===== src/rtl/pgrep_pkg.sv =====
package pgrep_pkg;

    typedef enum logic [1:0] {
        POL_FIFO = 2'd0,
        POL_LRU  = 2'd1,
        POL_LFU  = 2'd2,
        POL_MFU  = 2'd3
    } policy_e;

    typedef enum logic [1:0] {
        ACT_HIT   = 2'd0,
        ACT_FILL  = 2'd1,
        ACT_EVICT = 2'd2
    } action_e;

    typedef struct packed {
        logic hit;
        logic fault;
        logic evict;
    } rsp_flags_t;

endpackage


===== src/rtl/pgrep_lookup.sv =====
module pgrep_lookup #(
    parameter int FRAMES = 4,
    parameter int PAGE_W = 8,
    parameter int FRAME_W = $clog2(FRAMES)
) (
    input  logic [FRAMES-1:0]  valid,
    input  logic [PAGE_W-1:0]  tags [FRAMES],
    input  logic [PAGE_W-1:0]  page,
    output logic               hit,
    output logic [FRAME_W-1:0] hit_idx,
    output logic               has_empty,
    output logic [FRAME_W-1:0] empty_idx
);
    logic [FRAMES-1:0] match;

    for (genvar g = 0; g < FRAMES; g++) begin : g_cmp
        assign match[g] = valid[g] && (tags[g] == page);
    end

    // lowest index wins in both searches
    always_comb begin
        hit       = |match;
        has_empty = ~&valid;
        hit_idx   = '0;
        empty_idx = '0;
        for (int i = FRAMES - 1; i >= 0; i--) begin
            if (match[i])  hit_idx   = FRAME_W'(i);
            if (!valid[i]) empty_idx = FRAME_W'(i);
        end
    end
endmodule


===== src/rtl/pgrep_victim.sv =====
module pgrep_victim
    import pgrep_pkg::*;
#(
    parameter int FRAMES = 4,
    parameter int CNT_W  = 4,
    parameter int FRAME_W = $clog2(FRAMES)
) (
    input  policy_e            mode,
    input  logic [FRAME_W-1:0] arr_rank [FRAMES],
    input  logic [FRAME_W-1:0] use_rank [FRAMES],
    input  logic [CNT_W-1:0]   cnt      [FRAMES],
    output logic [FRAME_W-1:0] victim
);
    localparam int KEY_W = CNT_W + FRAME_W;

    // every policy reduces to "smallest key wins"; ranks are distinct
    // among resident frames, so the key never ties on a full set
    logic [KEY_W-1:0] key [FRAMES];

    for (genvar g = 0; g < FRAMES; g++) begin : g_key
        always_comb begin
            unique case (mode)
                POL_FIFO: key[g] = {{CNT_W{1'b0}}, arr_rank[g]};
                POL_LRU:  key[g] = {{CNT_W{1'b0}}, use_rank[g]};
                POL_LFU:  key[g] = {cnt[g], arr_rank[g]};
                default:  key[g] = {~cnt[g], arr_rank[g]};
            endcase
        end
    end

    always_comb begin
        logic [KEY_W-1:0] best;
        best   = key[0];
        victim = '0;
        for (int i = 1; i < FRAMES; i++) begin
            if (key[i] < best) begin
                best   = key[i];
                victim = FRAME_W'(i);
            end
        end
    end
endmodule


===== src/rtl/pgrep_age_timer.sv =====
module pgrep_age_timer #(
    parameter int AGE_W = 8
) (
    input  logic             clk,
    input  logic             rst,
    input  logic             step,
    input  logic [AGE_W-1:0] interval,
    output logic             age_now
);
    logic [AGE_W-1:0] seen_q;
    logic [AGE_W:0]   seen_inc;

    assign seen_inc = {1'b0, seen_q} + 1'b1;
    assign age_now  = step && (interval != '0) && (seen_inc >= {1'b0, interval});

    always_ff @(posedge clk) begin
        if (rst) begin
            seen_q <= '0;
        end else if (step) begin
            if (interval == '0 || age_now) seen_q <= '0;
            else                           seen_q <= seen_inc[AGE_W-1:0];
        end
    end
endmodule


===== src/rtl/pgrep_selector.sv =====
module pgrep_selector
    import pgrep_pkg::*;
#(
    parameter int FRAMES  = 4,
    parameter int PAGE_W  = 8,
    parameter int CNT_W   = 4,
    parameter int AGE_W   = 8,
    parameter int COUNT_W = 16,
    parameter int FRAME_W = $clog2(FRAMES)
) (
    input  logic               clk,
    input  logic               rst,
    input  logic               ref_valid,
    input  logic [PAGE_W-1:0]  ref_page,
    input  logic [1:0]         mode,
    input  logic [AGE_W-1:0]   age_interval,
    output logic               rsp_valid,
    output logic               rsp_hit,
    output logic               rsp_fault,
    output logic               rsp_evict,
    output logic [FRAME_W-1:0] rsp_frame,
    output logic [COUNT_W-1:0] repl_count
);
    localparam logic [CNT_W-1:0]   CNT_MAX  = {CNT_W{1'b1}};
    localparam logic [FRAME_W-1:0] RANK_TOP = FRAME_W'(FRAMES - 1);

    // per-frame state
    logic [FRAMES-1:0]  valid_q, valid_d;
    logic [PAGE_W-1:0]  tag_q [FRAMES];
    logic [PAGE_W-1:0]  tag_d [FRAMES];
    logic [FRAME_W-1:0] arr_q [FRAMES];
    logic [FRAME_W-1:0] arr_d [FRAMES];
    logic [FRAME_W-1:0] use_q [FRAMES];
    logic [FRAME_W-1:0] use_d [FRAMES];
    logic [CNT_W-1:0]   cnt_q [FRAMES];
    logic [CNT_W-1:0]   cnt_d [FRAMES];

    logic               lk_hit, lk_empty, age_now;
    logic [FRAME_W-1:0] lk_hit_idx, lk_empty_idx, vic_idx, sel_idx;
    logic [FRAME_W:0]   n_resident;
    action_e            act;
    rsp_flags_t         flags;
    policy_e            pol;

    assign pol = policy_e'(mode);

    pgrep_lookup #(.FRAMES(FRAMES), .PAGE_W(PAGE_W), .FRAME_W(FRAME_W)) u_lookup (
        .valid     (valid_q),
        .tags      (tag_q),
        .page      (ref_page),
        .hit       (lk_hit),
        .hit_idx   (lk_hit_idx),
        .has_empty (lk_empty),
        .empty_idx (lk_empty_idx)
    );

    pgrep_victim #(.FRAMES(FRAMES), .CNT_W(CNT_W), .FRAME_W(FRAME_W)) u_victim (
        .mode     (pol),
        .arr_rank (arr_q),
        .use_rank (use_q),
        .cnt      (cnt_q),
        .victim   (vic_idx)
    );

    pgrep_age_timer #(.AGE_W(AGE_W)) u_age (
        .clk      (clk),
        .rst      (rst),
        .step     (ref_valid),
        .interval (age_interval),
        .age_now  (age_now)
    );

    assign n_resident = (FRAME_W + 1)'($countones(valid_q));

    always_comb begin
        if (lk_hit) begin
            act = ACT_HIT;   sel_idx = lk_hit_idx;
        end else if (lk_empty) begin
            act = ACT_FILL;  sel_idx = lk_empty_idx;
        end else begin
            act = ACT_EVICT; sel_idx = vic_idx;
        end
        flags.hit   = (act == ACT_HIT);
        flags.fault = (act != ACT_HIT);
        flags.evict = (act == ACT_EVICT);
    end

    // ranks: 0 is oldest, the highest live rank is the newest resident
    always_comb begin
        valid_d = valid_q;
        for (int j = 0; j < FRAMES; j++) begin
            tag_d[j] = tag_q[j];
            arr_d[j] = arr_q[j];
            use_d[j] = use_q[j];
            cnt_d[j] = cnt_q[j];
        end
        if (ref_valid) begin
            unique case (act)
                ACT_HIT: begin
                    for (int j = 0; j < FRAMES; j++)
                        if (valid_q[j] && use_q[j] > use_q[sel_idx])
                            use_d[j] = use_q[j] - 1'b1;
                    use_d[sel_idx] = FRAME_W'(n_resident - 1'b1);
                    if (cnt_q[sel_idx] != CNT_MAX)
                        cnt_d[sel_idx] = cnt_q[sel_idx] + 1'b1;
                end
                ACT_FILL: begin
                    valid_d[sel_idx] = 1'b1;
                    tag_d[sel_idx]   = ref_page;
                    arr_d[sel_idx]   = FRAME_W'(n_resident);
                    use_d[sel_idx]   = FRAME_W'(n_resident);
                    cnt_d[sel_idx]   = CNT_W'(1);
                end
                default: begin
                    for (int j = 0; j < FRAMES; j++) begin
                        if (arr_q[j] > arr_q[sel_idx]) arr_d[j] = arr_q[j] - 1'b1;
                        if (use_q[j] > use_q[sel_idx]) use_d[j] = use_q[j] - 1'b1;
                    end
                    tag_d[sel_idx] = ref_page;
                    arr_d[sel_idx] = RANK_TOP;
                    use_d[sel_idx] = RANK_TOP;
                    cnt_d[sel_idx] = CNT_W'(1);
                end
            endcase
            if (age_now)
                for (int j = 0; j < FRAMES; j++)
                    cnt_d[j] = cnt_d[j] >> 1;
        end
    end

    always_ff @(posedge clk) begin
        if (rst) begin
            valid_q <= '0;
            for (int j = 0; j < FRAMES; j++) begin
                tag_q[j] <= '0;
                arr_q[j] <= '0;
                use_q[j] <= '0;
                cnt_q[j] <= '0;
            end
        end else begin
            valid_q <= valid_d;
            for (int j = 0; j < FRAMES; j++) begin
                tag_q[j] <= tag_d[j];
                arr_q[j] <= arr_d[j];
                use_q[j] <= use_d[j];
                cnt_q[j] <= cnt_d[j];
            end
        end
    end

    always_ff @(posedge clk) begin
        if (rst) begin
            rsp_valid  <= 1'b0;
            rsp_hit    <= 1'b0;
            rsp_fault  <= 1'b0;
            rsp_evict  <= 1'b0;
            rsp_frame  <= '0;
            repl_count <= '0;
        end else begin
            rsp_valid <= ref_valid;
            if (ref_valid) begin
                rsp_hit   <= flags.hit;
                rsp_fault <= flags.fault;
                rsp_evict <= flags.evict;
                rsp_frame <= sel_idx;
                if (flags.fault) repl_count <= repl_count + 1'b1;
            end else begin
                rsp_hit   <= 1'b0;
                rsp_fault <= 1'b0;
                rsp_evict <= 1'b0;
            end
        end
    end
endmodule


===== config.mk =====
export PLATFORM = sky130hd
export DESIGN_NAME = pgrep_selector
export DESIGN_NICKNAME = d
export VERILOG_FILES = /design/src/rtl/pgrep_pkg.sv /design/src/rtl/pgrep_lookup.sv /design/src/rtl/pgrep_victim.sv /design/src/rtl/pgrep_age_timer.sv /design/src/rtl/pgrep_selector.sv
export SDC_FILE = /design/constraint.sdc
export NUM_CORES = 1
export LEC_CHECK = 0
export ABC_AREA = 1
export BUFFER_PORTS_ARGS = -buffer_cell sky130_fd_sc_hd__buf_4
export CORE_MARGIN = 1
export CORE_UTILIZATION = 45
export CTS_BUF_LIST = sky130_fd_sc_hd__clkbuf_16
export DETAILED_ROUTE_END_ITERATION = 10
export PLACE_DENSITY = 0.73
export SYNTH_ARGS = -nofsm -noshare
export SYNTH_HDL_FRONTEND = slang
export SYNTH_HIERARCHICAL = 1
export SYNTH_SLANG_ARGS = --single-unit

===== constraint.sdc =====
create_clock -name clk -period 22.2 [get_ports clk]
set_input_delay 4.44 -clock clk [delete_from_list [all_inputs] [get_ports clk]]
set_output_delay 4.44 -clock clk [all_outputs]
set_load 0.01 [all_outputs]

Word level (Yosys, flattened, before mapping):

Index checks and enable logic that the tools add are counted.

* register bits after elaboration: 98
* input port bits: 21
* logic and storage cells: 193

* add/sub/neg operators: 15
* $lt $le $gt $ge: 16
* equality and inequality tests: 10
* mux-type cells: 85
* bitwise gates (word level): 13
* reduce and logical (&&, ||, !) cells: 26

Operators by type and width (count)
* 2-bit two-way mux: 55
* 6-bit case mux with 3 select lines: 4
* 16-bit two-way mux: 3
* 32-bit bitwise mux: 1
* 8-bit equality test: 4
* 8-bit case mux with 2 select lines: 2
* 8-bit bitwise mux: 3
* 6-bit less-than comparator: 3
* 2-bit by 1-bit subtractor with 2-bit output (second input constant): 9
* 16-bit by 1-bit adder with 16-bit output (second input constant): 1
* 16-bit bitwise mux: 1
* 8-bit demux with 2-bit select: 1
* 2-bit > comparator: 8
* 8-bit two-way mux: 2
* 4-bit NOT: 4
* 8-bit OR: 2
* 12-bit bitwise AND: 1
* 1-bit logical AND: 12
* 4-bit two-way mux: 3
* 6-bit two-way mux: 2
* 12-bit NOT: 1
* 8-bit by 1-bit adder with 9-bit output (second input constant): 1
* 9-bit by 8-bit greater-or-equal comparator with 1-bit output: 1
* 2-bit binary-select mux with 2-bit select: 2
* 28 further kinds: 39

Logic depth before layout (Yosys ltp):

Gate-level depths: netlist of the first run.

* word-level depth: 21
* depth in mapped cells: 48
* gate-level depth less buffers: 43

Modules after synthesis:

The synthesis of the first run kept the hierarchy.

Modules (own cells, without submodules)
* pgrep_selector: times used 1, cells each 864, area an instance 5500.3 um^2
* pgrep_victim: times used 1, cells each 147, area an instance 827.0 um^2
* pgrep_age_timer: times used 1, cells each 100, area an instance 708.2 um^2
* pgrep_lookup: times used 1, cells each 143, area an instance 638.1 um^2

Worst setup path before layout of the first run:

Ideal clock, no wire load.

* path kind: input-to-reg
* from: input port mode[0]
* to: register use_q[7] in the netlist's numbering
* library setup time: 119 ps
* arrival: 10492 ps
* data required time: 22081 ps
* slack: 11589 ps
* stages on the path: 43
* buffers on the path: 7
* cells stage by stage: buf_4 -> clkbuf_1 -> nand2_1 -> inv_2 -> buf_2 -> a21oi_1 -> ha_1 -> a21oi_1 -> o21ai_0 -> nor2_2 -> nand2_2 -> buf_2 -> nand2_1 -> o21ai_1 -> ha_1 -> a21oi_1 -> nor2_1 -> a211oi_1 -> (+7 left out) -> a211oi_1 -> nand2_1 -> nand2_1 -> inv_1 -> nand2_1 -> nand3_2 -> buf_6 -> nand2_2 -> buf_1 -> o22ai_1 -> a221oi_1 -> ha_1 -> o21ai_0 -> nand3_1 -> o21ai_0 -> o21ai_0 -> nand3_1 -> a21oi_1

* longest elaborated chain between the ends: 21
* elaborated cells on any way between the ends: 38

Ends and longest elaborated chain
* start, declared: line pgrep_selector.sv:15 `input logic [1:0] mode,`
* 2-bit equality test, or another cell as far along: line pgrep_victim.sv:22 `unique case (mode)`
* 6-bit case mux with 3 select lines: line pgrep_victim.sv:22
* 6-bit less-than comparator: line pgrep_victim.sv:36 `if (key[i] < best) begin`
* 6-bit two-way mux: line pgrep_victim.sv:36
* 6-bit less-than comparator: line pgrep_victim.sv:36
* 6-bit two-way mux: line pgrep_victim.sv:36
* 6-bit less-than comparator: line pgrep_victim.sv:36
* 2-bit two-way mux (*): line pgrep_victim.sv:36
* named net vic_idx[1]: line pgrep_selector.sv:39 `logic [FRAME_W-1:0] lk_hit_idx, lk_empty_idx, vic_idx, sel_idx;`
* (+4 left out)
* 2-bit two-way mux (implied by the code) (2 in series): line pgrep_selector.sv:101, pgrep_selector.sv:117
* 2-bit > comparator: line pgrep_selector.sv:101, pgrep_selector.sv:117
* 1-bit logical AND: line pgrep_selector.sv:101 `if (valid_q[j] && use_q[j] > use_q[sel_idx])`
* 2-bit two-way mux: line pgrep_selector.sv:101
* 2-bit two-way mux: line pgrep_selector.sv:98 `unique case (act)`
* 2-bit two-way mux: line pgrep_selector.sv:97 `if (ref_valid) begin`
* 8-bit bitwise mux: line pgrep_selector.sv:103 `use_d[sel_idx] = FRAME_W'(n_resident - 1'b1);`
* 8-bit case mux with 2 select lines (*): line pgrep_selector.sv:98
* end signal, assigned by index: line pgrep_selector.sv:145 `use_q[j] <= use_d[j];`
* end, declared: line pgrep_selector.sv:33 `logic [FRAME_W-1:0] use_q [FRAMES];`

The timed path passes the listed nets; every way through them passes the cells marked *. The select of a mux whose other input is x is not followed.
A chain may end at the register's enable or synchronous reset.

Worst setup path in the final report of the first run:

* from: input port mode[0]
* to: register arr_q[3] in the netlist's numbering

* longest elaborated chain between the ends: 20
* elaborated cells on any way between the ends: 33

Ends and longest elaborated chain
* 2-bit equality test, or another cell as far along: line pgrep_victim.sv:22
* 6-bit case mux with 3 select lines: line pgrep_victim.sv:22
* 6-bit less-than comparator: line pgrep_victim.sv:36
* 6-bit two-way mux: line pgrep_victim.sv:36
* 6-bit less-than comparator: line pgrep_victim.sv:36
* 6-bit two-way mux: line pgrep_victim.sv:36
* 6-bit less-than comparator: line pgrep_victim.sv:36
* 2-bit two-way mux (*): line pgrep_victim.sv:36
* named net vic_idx[1]: line pgrep_selector.sv:39
* (+3 left out)
* 2-bit binary-select mux with 2-bit select: line pgrep_selector.sv:116 `if (arr_q[j] > arr_q[sel_idx]) arr_d[j] = arr_q[j] - 1'b1;`
* 2-bit two-way mux (implied by the code) (2 in series): line pgrep_selector.sv:116
* 2-bit > comparator: line pgrep_selector.sv:116
* 2-bit two-way mux: line pgrep_selector.sv:116
* 2-bit two-way mux: line pgrep_selector.sv:98
* 2-bit two-way mux: line pgrep_selector.sv:97
* 8-bit OR (no line)
* 8-bit case mux with 2 select lines (*): line pgrep_selector.sv:98
* end signal, assigned by index: line pgrep_selector.sv:144 `arr_q[j] <= arr_d[j];`
* end, declared: line pgrep_selector.sv:31 `logic [FRAME_W-1:0] arr_q [FRAMES];`

Marks and branches as above.

==> impl_metrics.yaml, run 1 <==
die:
  start_util_pct: 46.1
  dieArea_sq_mm: 0.0176
  ios: 43
  die_width_microns: 133
  rows: 47
  die_h_microns: 133
  core-area_sq_mm: 0.0166
timing:
  slew_viol_final: 0
  min_period_over_period_pct: 49.4
  rsz0062_at_grt: "false"
  hold_viol_final: 0
  tightestPinTransition_ns: 0.998
  finalCriticalPeriod_ns: 10.97
  fin_setup_tns_ns: 0
  fmax_mhz: 91.1
  setup_viol: 0
  fin_worst_skew_ns: 0.0104
  slew_headroom_pct: 33.2
global_route:
  grt_use_total_pct: 24.1
  overflow: 0
  antenna_found_initial: 0
  grt_pass1_wl_mm: 34.7
  grt_max_degree: 44
  grt_pass1_vias: 7227
route:
  vias: 8118
  antenna_left: 0
  drtIter0Drc: 658
  routedWlPerCell_microns: 14.0
  drc: 0
  wl_mm: 21.0
  firstDrtPassIters: 5
  viasPerCell: 5.43
critical_path:
  cp-end-kind: "register"
  cp_slowest_cell: "a221oi_1"
  r2r-start: "cnt_q[9]$_SDFFE_PP0P_"
  cpMostUsedCell: "nand2_1"
  startpoint: "mode[0]"
  startpoint_type: "input port"
  worst_path_largest_cell_delay_ns: 0.63
  critPathMaxFanout: 24
  cp.required_ns: 22.44
  crit_type: "input port to register"
  arrival_ns: 11.21
  rrSetupSlack_ns: 15.17
power_and_ir_drop:
  vdd_drop_max_mv: 0.0422
  powerDensity_mw_per_mm2: 55.4
  p_leak_nw: 3.82
finish:
  drive_gt1_share_pct: 9.80
  final_common_cell: "nand2_1"
  syn2layout_area_growth_pct: 9.21
  final_area_sq_mm: 0.00838
  finalNonFillerCells: 1495
  final_nets: 1330
  layout_common_cells: "300 x nand2_1, 152 x nor2_1, 133 x inv_1"
  antenna_cells: 0
clock_network:
  clk_latency_ns: 0.36
  htreeDepth: 3
  cts_hold_buf: 0
  cts_buffer_depth: 2
  cts_buffers: 9
  post_cts_buffers: 0
  tritoncts: "done"
  cts.repair.resized: 0
  clock-sinks: 98
  clkTransAtPathRegs_ns: 0.07
  root_buffer: "clkbuf_16"
synthesis:
  syn_nets: 1314
  synth_edf_count: 0
  synth-main-ff-cell: "dfxtp_1"
  netlist_instances: 1254
  ys_async_sr_fraction_pct: 0
  yosysWarnings: 6
  synth.distinct_cells: 56
  synth.cell_area_sq_mm: 0.00767
  synthTopCellsByArea: "dfxtp_1 26%, nand2_1 15%, nor2_1 7.4%"
  ys_ff_latch: 98
  synth_top_area_share_pct: 25.6
  ys_seq_area_share_pct: 25.6
  synth.avg_cell_area_sq_um: 6.12
  synth.largest_area_cell: "dfxtp_1"
flow_run:
  drv_cap: 0
placement:
  placed_area_sq_mm: 0.00810
  dp_hpwl_mm: 15.2
  dp.cells: 1479
  numPortBuffers: 42
  gp_congestion: 0.984
worst_hold_path:
  hold_path_class: "register to register"
  worstHoldStart: "u_age/seen_q[5]$_SDFFE_PP0P_"
status:
  status: "finished, final reports clean"
==> final cells by class <==
cell class,instances,area (sq um)
fillers,1721,8260
multi-input cells,955,4920
flip-flops and latches,98,1960
inverters,160,603
repair buffers,46,345
well taps,220,275
clock buffers,9,225
clock inverters,7,52.6
==> registers in the layout (all words and copies together) (netlist names) <==
signal	count
arr_q	8
rsp_valid	1
repl_count	16
rsp_evict	1
tag_q	32
rsp_frame	2
use_q	8
u_age/seen_q	8
rsp_hit	1
rsp_fault	1
cnt_q	16
valid_q	4
==> worst paths after layout <==
check | depth (start not counted) | to
worst min-delay path | 2 | u_age/seen_q[5]$_SDFFE_PP0P_
worst max register to register | 35 | arr_q[3]$_SDFFE_PP0P_
worst max-delay path | 38 | arr_q[3]$_SDFFE_PP0P_
worst min register to register | 2 | u_age/seen_q[5]$_SDFFE_PP0P_
==> worst max-delay path: cells and delay by family <==
| family | cells | cell delay (ns) |
|---|---|---|
| AO/OA/AOI/OAI | 14 | 2.54 |
| adder cells (fa/ha/maj) | 4 | 1.20 |
| buffers and inverters | 4 | 0.83 |
| AND/OR/NAND/NOR | 16 | 2.16 |
==> per-layer routing <==
metal	vias up	share of wire [%]	GRT usage (%)
li1	4127	-	-
met1	3666	45	32.1
met2	277	45	38.1
met3	48	6.6	4.02
met4	0	3.2	11.2
met5	-	0	0
==> where the power goes <==
part	internal [mW]	switching [mW]	total (mW)
registers	0.182	0.00802	0.190
logic	0.0427	0.0805	0.123
clock network	0.0771	0.0739	0.151
==> Yosys cell counts (all sizes together) (7+ instances only) <==
cell type / number
clkinv: 9
xor2: 13
a21oi: 80
nor2: 166
nor3: 9
clkbuf: 24
or2: 7
nand4: 23
nand3: 115
dfxtp: 98
xnor2: 10
nand2: 316
buf: 17
o21ai: 132
inv: 151
ha: 38
==> kinds of logic (layout without fill, tap and decap cells) <==
| family | Yosys count | after routing | share of synthesized area, % |
|---|---|---|---|
| fa+ha+maj | 39 | 39 | 6.46 |
| flops | 98 | 98 | 25.6 |
| mux | 3 | 3 | 0.408 |
| simple gates | 649 | 649 | 37.8 |
| compound gates | 241 | 241 | 16.7 |
| xor+xnor | 23 | 23 | 2.72 |
| buf+inv | 201 | 222 | 10.4 |
==> through the flow <==
step | setup slack [ns] | total power [mW] | utilization, % | hold WS, ns
detailed placement | 10.95 | 0.315 | 48.7 | 0.477
global route | 10.56 | 0.493 | 50.4 | 0.518
CTS | 11.26 | 0.466 | 50.4 | 0.488
finish | 11.23 | 0.464 | 50.4 | 0.486
global placement | 11.08 | 0.313 | 48.7 | 0.471
floorplan | 11.59 | 0.286 | - | 0.459
Note: power is estimated with default switching activity, not from simulation.
==> inputs of run 2 (changes only) <==
- clock period: 22.2 -> 10.6 ns (I/O delays scaled with it)
==> impl_metrics.yaml, run 2 (same netlist as run 1, synthesis figures left out) <==
status:
  status: "finished, final reports clean"
die:
  ios: 43
  start_util_pct: 46.1
  die_width_microns: 133
  die_h_microns: 133
  dieArea_sq_mm: 0.0176
  core-area_sq_mm: 0.0166
  rows: 47
critical_path:
  cp.required_ns: 10.85
  cp_slowest_cell: "a221oi_1"
  worst_path_largest_cell_delay_ns: 0.59
  critPathMaxFanout: 24
  cp-end-kind: "register"
  arrival_ns: 8.87
  cpMostUsedCell: "nand2_1"
  startpoint_type: "input port"
  crit_type: "input port to register"
route:
  drtIter0Drc: 655
  firstDrtPassIters: 5
  drc: 0
  vias: 8006
  viasPerCell: 5.36
  antenna_left: 0
  wl_mm: 20.9
  routedWlPerCell_microns: 14.0
worst_hold_path:
  hold_path_class: "register to register"
global_route:
  grt_pass1_vias: 7245
  grt_pass1_wl_mm: 35.2
  grt_use_total_pct: 24.5
  antenna_found_initial: 0
  grt_max_degree: 44
  overflow: 0
timing:
  fin_setup_tns_ns: 0
  tightestPinTransition_ns: 0.966
  finalCriticalPeriod_ns: 8.63
  fmax_mhz: 116
  fin_worst_skew_ns: 0.00634
  slew_viol_final: 0
  setup_viol: 0
  rsz0062_at_grt: "false"
  slew_headroom_pct: 35.4
  hold_viol_final: 0
  min_period_over_period_pct: 81.4
clock_network:
  clk_latency_ns: 0.36
  cts_buffers: 9
  htreeDepth: 3
  cts_hold_buf: 0
  cts_buffer_depth: 2
  tritoncts: "done"
  clock-sinks: 98
  root_buffer: "clkbuf_16"
  post_cts_buffers: 0
  clkTransAtPathRegs_ns: 0.07
  cts.repair.resized: 0
finish:
  largest_reg_flops: 32
  regArea_sq_mm: 0.00196
  antenna_cells: 0
  final_nets: 1330
  layout_common_cells: "300 x nand2_1, 152 x nor2_1, 132 x inv_1"
  drive_gt1_share_pct: 9.88
  top_regs: "tag_q (32), cnt_q (16), repl_count (16)"
  final_common_cell: "nand2_1"
  syn2layout_area_growth_pct: 9.31
  top_register: "tag_q"
  multi_input_area_sq_mm: 0.00492
  fill_cells: 1707
placement:
  numPortBuffers: 42
  dp_hpwl_mm: 15.2
  gp_congestion: 0.984
power_and_ir_drop:
  vdd_drop_max_mv: 0.0976
  p_leak_nw: 3.82
  powerDensity_mw_per_mm2: 117
  finalPower_mw: 0.980
flow_run:
  drv_cap: 0
[run 2: cell types whose count changed in the layout (fill, tap and decap cells not counted), sizes merged]
cell	change
clkinvlp	-1
clkinv	+1
[run 2: path summary, 6_finish.rpt]
| check | from | endpoint | slack, ns | cells after the start |
|---|---|---|---|---|
| hold / removal | u_age/seen_q[5]$_SDFFE_PP0P_ | u_age/seen_q[5]$_SDFFE_PP0P_ | 0.49 | 2 |
| setup / recovery | mode[0] | use_q[3]$_SDFFE_PP0P_ | 1.97 | 38 |
| hold reg to reg | u_age/seen_q[5]$_SDFFE_PP0P_ | u_age/seen_q[5]$_SDFFE_PP0P_ | 0.49 | 2 |
| setup reg to reg | cnt_q[9]$_SDFFE_PP0P_ | use_q[3]$_SDFFE_PP0P_ | 3.57 | 35 |
[run 2: cell type report]
cell class,instances,area share (%)
clock buffer,9,2.68
inverter,160,7.19
clock inverter,7,0.716
timing repair buffer,46,4.12
multi-input combinational,955,58.6
sequential,98,23.4
tap,220,3.28
[run 2: critical path: cells and delay by family]
family / cells / cell delay, ns
buf+inv: 3 / 0.46
simple gates: 17 / 2.26
compound gates: 14 / 2.77
fa+ha+maj: 4 / 1.24
[run 2: report_power, final]
group,leakage [nW],switching (mW),total [mW],internal [mW]
combinational,2.88,0.169,0.259,0.0895
clock,0.143,0.159,0.324,0.164
sequential,0.797,0.0166,0.398,0.381
total,3.82,0.345,0.980,0.635
[run 2: through the flow]
step	setup WS, ns	util [%]	instance area [sq um]	cells	hold WS, ns
floorplan	2.31	-	7670	1254	0.459
global placement	1.80	48.7	8100	1479	0.471
detailed placement	1.71	48.7	8100	1479	0.479
CTS	2.04	50.4	8390	1495	0.490
global route	1.33	50.4	8390	1495	0.536
finish	1.97	50.4	8390	1495	0.493
[run 2: layer usage]
metal  GRT usage (%)  vias up  share of wire (%)
met5               0        -                  0
met2            39.3      237                 44
li1                -     4128                  -
met4            8.94        0                2.7
met1            32.5     3598                 48
met3            4.60       43                4.8
==> inputs of run 3 (changes only) <==
- ABC_AREA: 1 -> 0
- clock period: 10.6 -> 8.9 ns (I/O delays scaled with it)
==> impl_metrics.yaml, run 3 <==
finish:
  finalNonFillerCells: 1261
  syn2layout_area_growth_pct: 10.5
  multi_input_area_sq_mm: 0.00539
  layout_common_cells: "157 x nand2_1, 98 x dfxtp_1, 92 x nor2_1"
  top_register: "tag_q"
  fill_cells: 1605
  largest_reg_flops: 32
  drive_gt1_share_pct: 13.3
  final_common_cell: "nand2_1"
  antenna_cells: 0
  final_area_sq_mm: 0.00863
  regArea_sq_mm: 0.00196
  final_nets: 1096
  finish.utilization_pct: 51.5
  top_regs: "tag_q (32), cnt_q (16), repl_count (16)"
die:
  ios: 43
  rows: 47
  die_h_microns: 134
  start_util_pct: 46.6
  core-area_sq_mm: 0.0168
  die_width_microns: 134
  dieArea_sq_mm: 0.0179
clock_network:
  htreeDepth: 3
  cts_buffers: 9
  root_buffer: "clkbuf_16"
  clkTransAtPathRegs_ns: 0.08
  clk_latency_ns: 0.36
  clock-sinks: 98
  cts_buffer_depth: 2
  tritoncts: "done"
worst_hold_path:
  hold_path_class: "register to register"
  hold_end: "tag_q[28]$_SDFFE_PP0P_"
  worstHoldPathCells: 2
  worstHoldStart: "tag_q[28]$_SDFFE_PP0P_"
route:
  drc: 0
  drtIter0Drc: 767
  routedWlPerCell_microns: 17.2
  antenna_left: 0
  wl_met2_mm: 9.55
  vias: 7628
  wl_met3_mm: 1.83
  highest_layer: "met4"
  viasPerCell: 6.05
  met1_length_mm: 9.78
  firstDrtPassIters: 5
  wl_mm: 21.7
synthesis:
  synth_top_area_share_pct: 25.1
  synth.largest_area_cell: "dfxtp_1"
  yosysWarnings: 6
  muxShareOfSynthArea_pct: 8.14
  syn_nets: 1072
  ys_seq_area_share_pct: 25.1
  synth-main-ff-cell: "dfxtp_1"
  synth.distinct_cells: 84
  synthTopCellsByArea: "dfxtp_1 25%, nand2_1 7.5%, ha_1 6.1%"
  synthAdderAreaFrac_pct: 6.60
  ys_async_sr_fraction_pct: 0
  synth_edf_count: 0
  yosys.area_share.xor_xnor_pct: 8.57
  netlist_instances: 1012
  yosys.area_share.simple_pct: 23.1
  synth_common_cells: "157 x nand2_1, 98 x dfxtp_1, 93 x nor2_1"
  ys_ff_latch: 98
  synth_top_family_by_area: "simple AND/OR/NAND/NOR gates"
  yosysMostFrequentCell: "nand2_1"
  synth-compound-area-share_pct: 22.0
  synth.avg_cell_area_sq_um: 7.71
  synth.cell_area_sq_mm: 0.00781
timing:
  fin_setup_tns_ns: 0
  slew_headroom_pct: 29.1
  tightestPinTransition_ns: 1.06
  hold_viol_final: 0
  setup_viol: 0
  min_period_over_period_pct: 95.9
  slew_viol_final: 0
  finalCriticalPeriod_ns: 8.53
  fmax_mhz: 117
  fin_worst_skew_ns: 0.0122
critical_path:
  worst_r2r_path_depth: 31
  startpoint: "mode[0]"
  r2r_end: "use_q[2]$_SDFFE_PP0P_"
  worst_path_largest_cell_delay_ns: 0.59
  cpMostUsedCell: "ha_1"
  cp-end-kind: "register"
  r2r-start: "cnt_q[14]$_SDFFE_PP0P_"
  crit_type: "input port to register"
  arrival_ns: 8.80
  rrSetupSlack_ns: 1.41
  startpoint_type: "input port"
  critPathMaxFanout: 9
  cp.required_ns: 9.16
  cp_slowest_cell: "mux4_2"
placement:
  numPortBuffers: 42
  placed_area_sq_mm: 0.00831
  dp_hpwl_mm: 15.5
  gp_congestion: 0.977
  dp.cells: 1244
global_route:
  overflow: 0
  antenna_found_initial: 0
  grt_max_degree: 85
  grt_use_total_pct: 24.8
  grt_pass1_wl_mm: 35.7
  grt_pass1_vias: 6909
status:
  status: "finished, final reports clean"
power_and_ir_drop:
  finalPower_mw: 1.17
  p_leak_nw: 3.35
  vdd_drop_max_mv: 0.107
  powerDensity_mw_per_mm2: 135
flow_run:
  drv_cap: 0
-- run 3: cell families after synthesis --
family                     count (synthesis)
AOI/OAI and AO/OA                        257
xor gates and xnor gates                  73
DFF                                       98
muxes                                     44
adders and majority gates                 41
and+or+nand+nor                          391
buffers and inverters                    108
-- run 3: power by group --
group | internal, mW | switching, mW | total [mW] | leakage (nW)
clock | 0.192 | 0.192 | 0.384 | 0.135
sequential | 0.452 | 0.0214 | 0.473 | 0.796
combinational | 0.135 | 0.173 | 0.308 | 2.42
total | 0.779 | 0.387 | 1.17 | 3.35
-- run 3: metrics by stage --
stage	setup WS (ns)	hold WS, ns
after floorplan	0.0227	0.449
after global placement	0.148	0.454
after detailed placement	0.00738	0.459
after CTS	0.348	0.470
after global routing	-0.0161	0.482
final	0.366	0.469
-- run 3: repair_timing --
item                                    CTS  global route
hold buffers                              0             0
endpoints found under the setup margin    0            13
buffers inserted                          0             1
gates resized for setup                   0             6
-- run 3: how the worst max path moves through the flow --
| stage | end | slack (ns) | depth (start not counted) |
|---|---|---|---|
| final | use_q[2]$_SDFFE_PP0P_ | 0.37 | 33 |
| after global routing | use_q[2]$_SDFFE_PP0P_ | -0.02 | 35 |
| after CTS | use_q[2]$_SDFFE_PP0P_ | 0.35 | 33 |
| after detailed placement | use_q[2]$_SDFFE_PP0P_ | 0.007 | 33 |
| after global placement | use_q[2]$_SDFFE_PP0P_ | 0.15 | 33 |
| after floorplan | use_q[2]$_SDFFE_PP0P_ | 0.02 | 34 |
-- run 3: metal layers --
layer / vias up / GRT usage (%)
met3: 55 / 5.52
li1: 3675 / -
met4: 0 / 9.15
met5: - / 0
met2: 347 / 37.5
met1: 3551 / 34.2
-- run 3: cell type report --
type / count / share of cell area (%)
clock inverters: 7 / 0.624
flip-flops and latches: 98 / 22.7
repair buffers: 72 / 6.27
clock buffers: 9 / 2.61
well taps: 220 / 3.19
multi-input cells: 806 / 62.4
inverters: 49 / 2.13
-- run 3: worst max-delay path, delay by kind of cell --
| kind | cells | cell delay, ns |
|---|---|---|
| AO/OA/AOI/OAI | 11 | 1.90 |
| AND/OR/NAND/NOR | 9 | 1.78 |
| multiplexers | 4 | 1.50 |
| adder cells (fa/ha/maj) | 4 | 1.16 |
| buffers and inverters | 3 | 0.38 |
| XOR/XNOR | 2 | 0.31 |
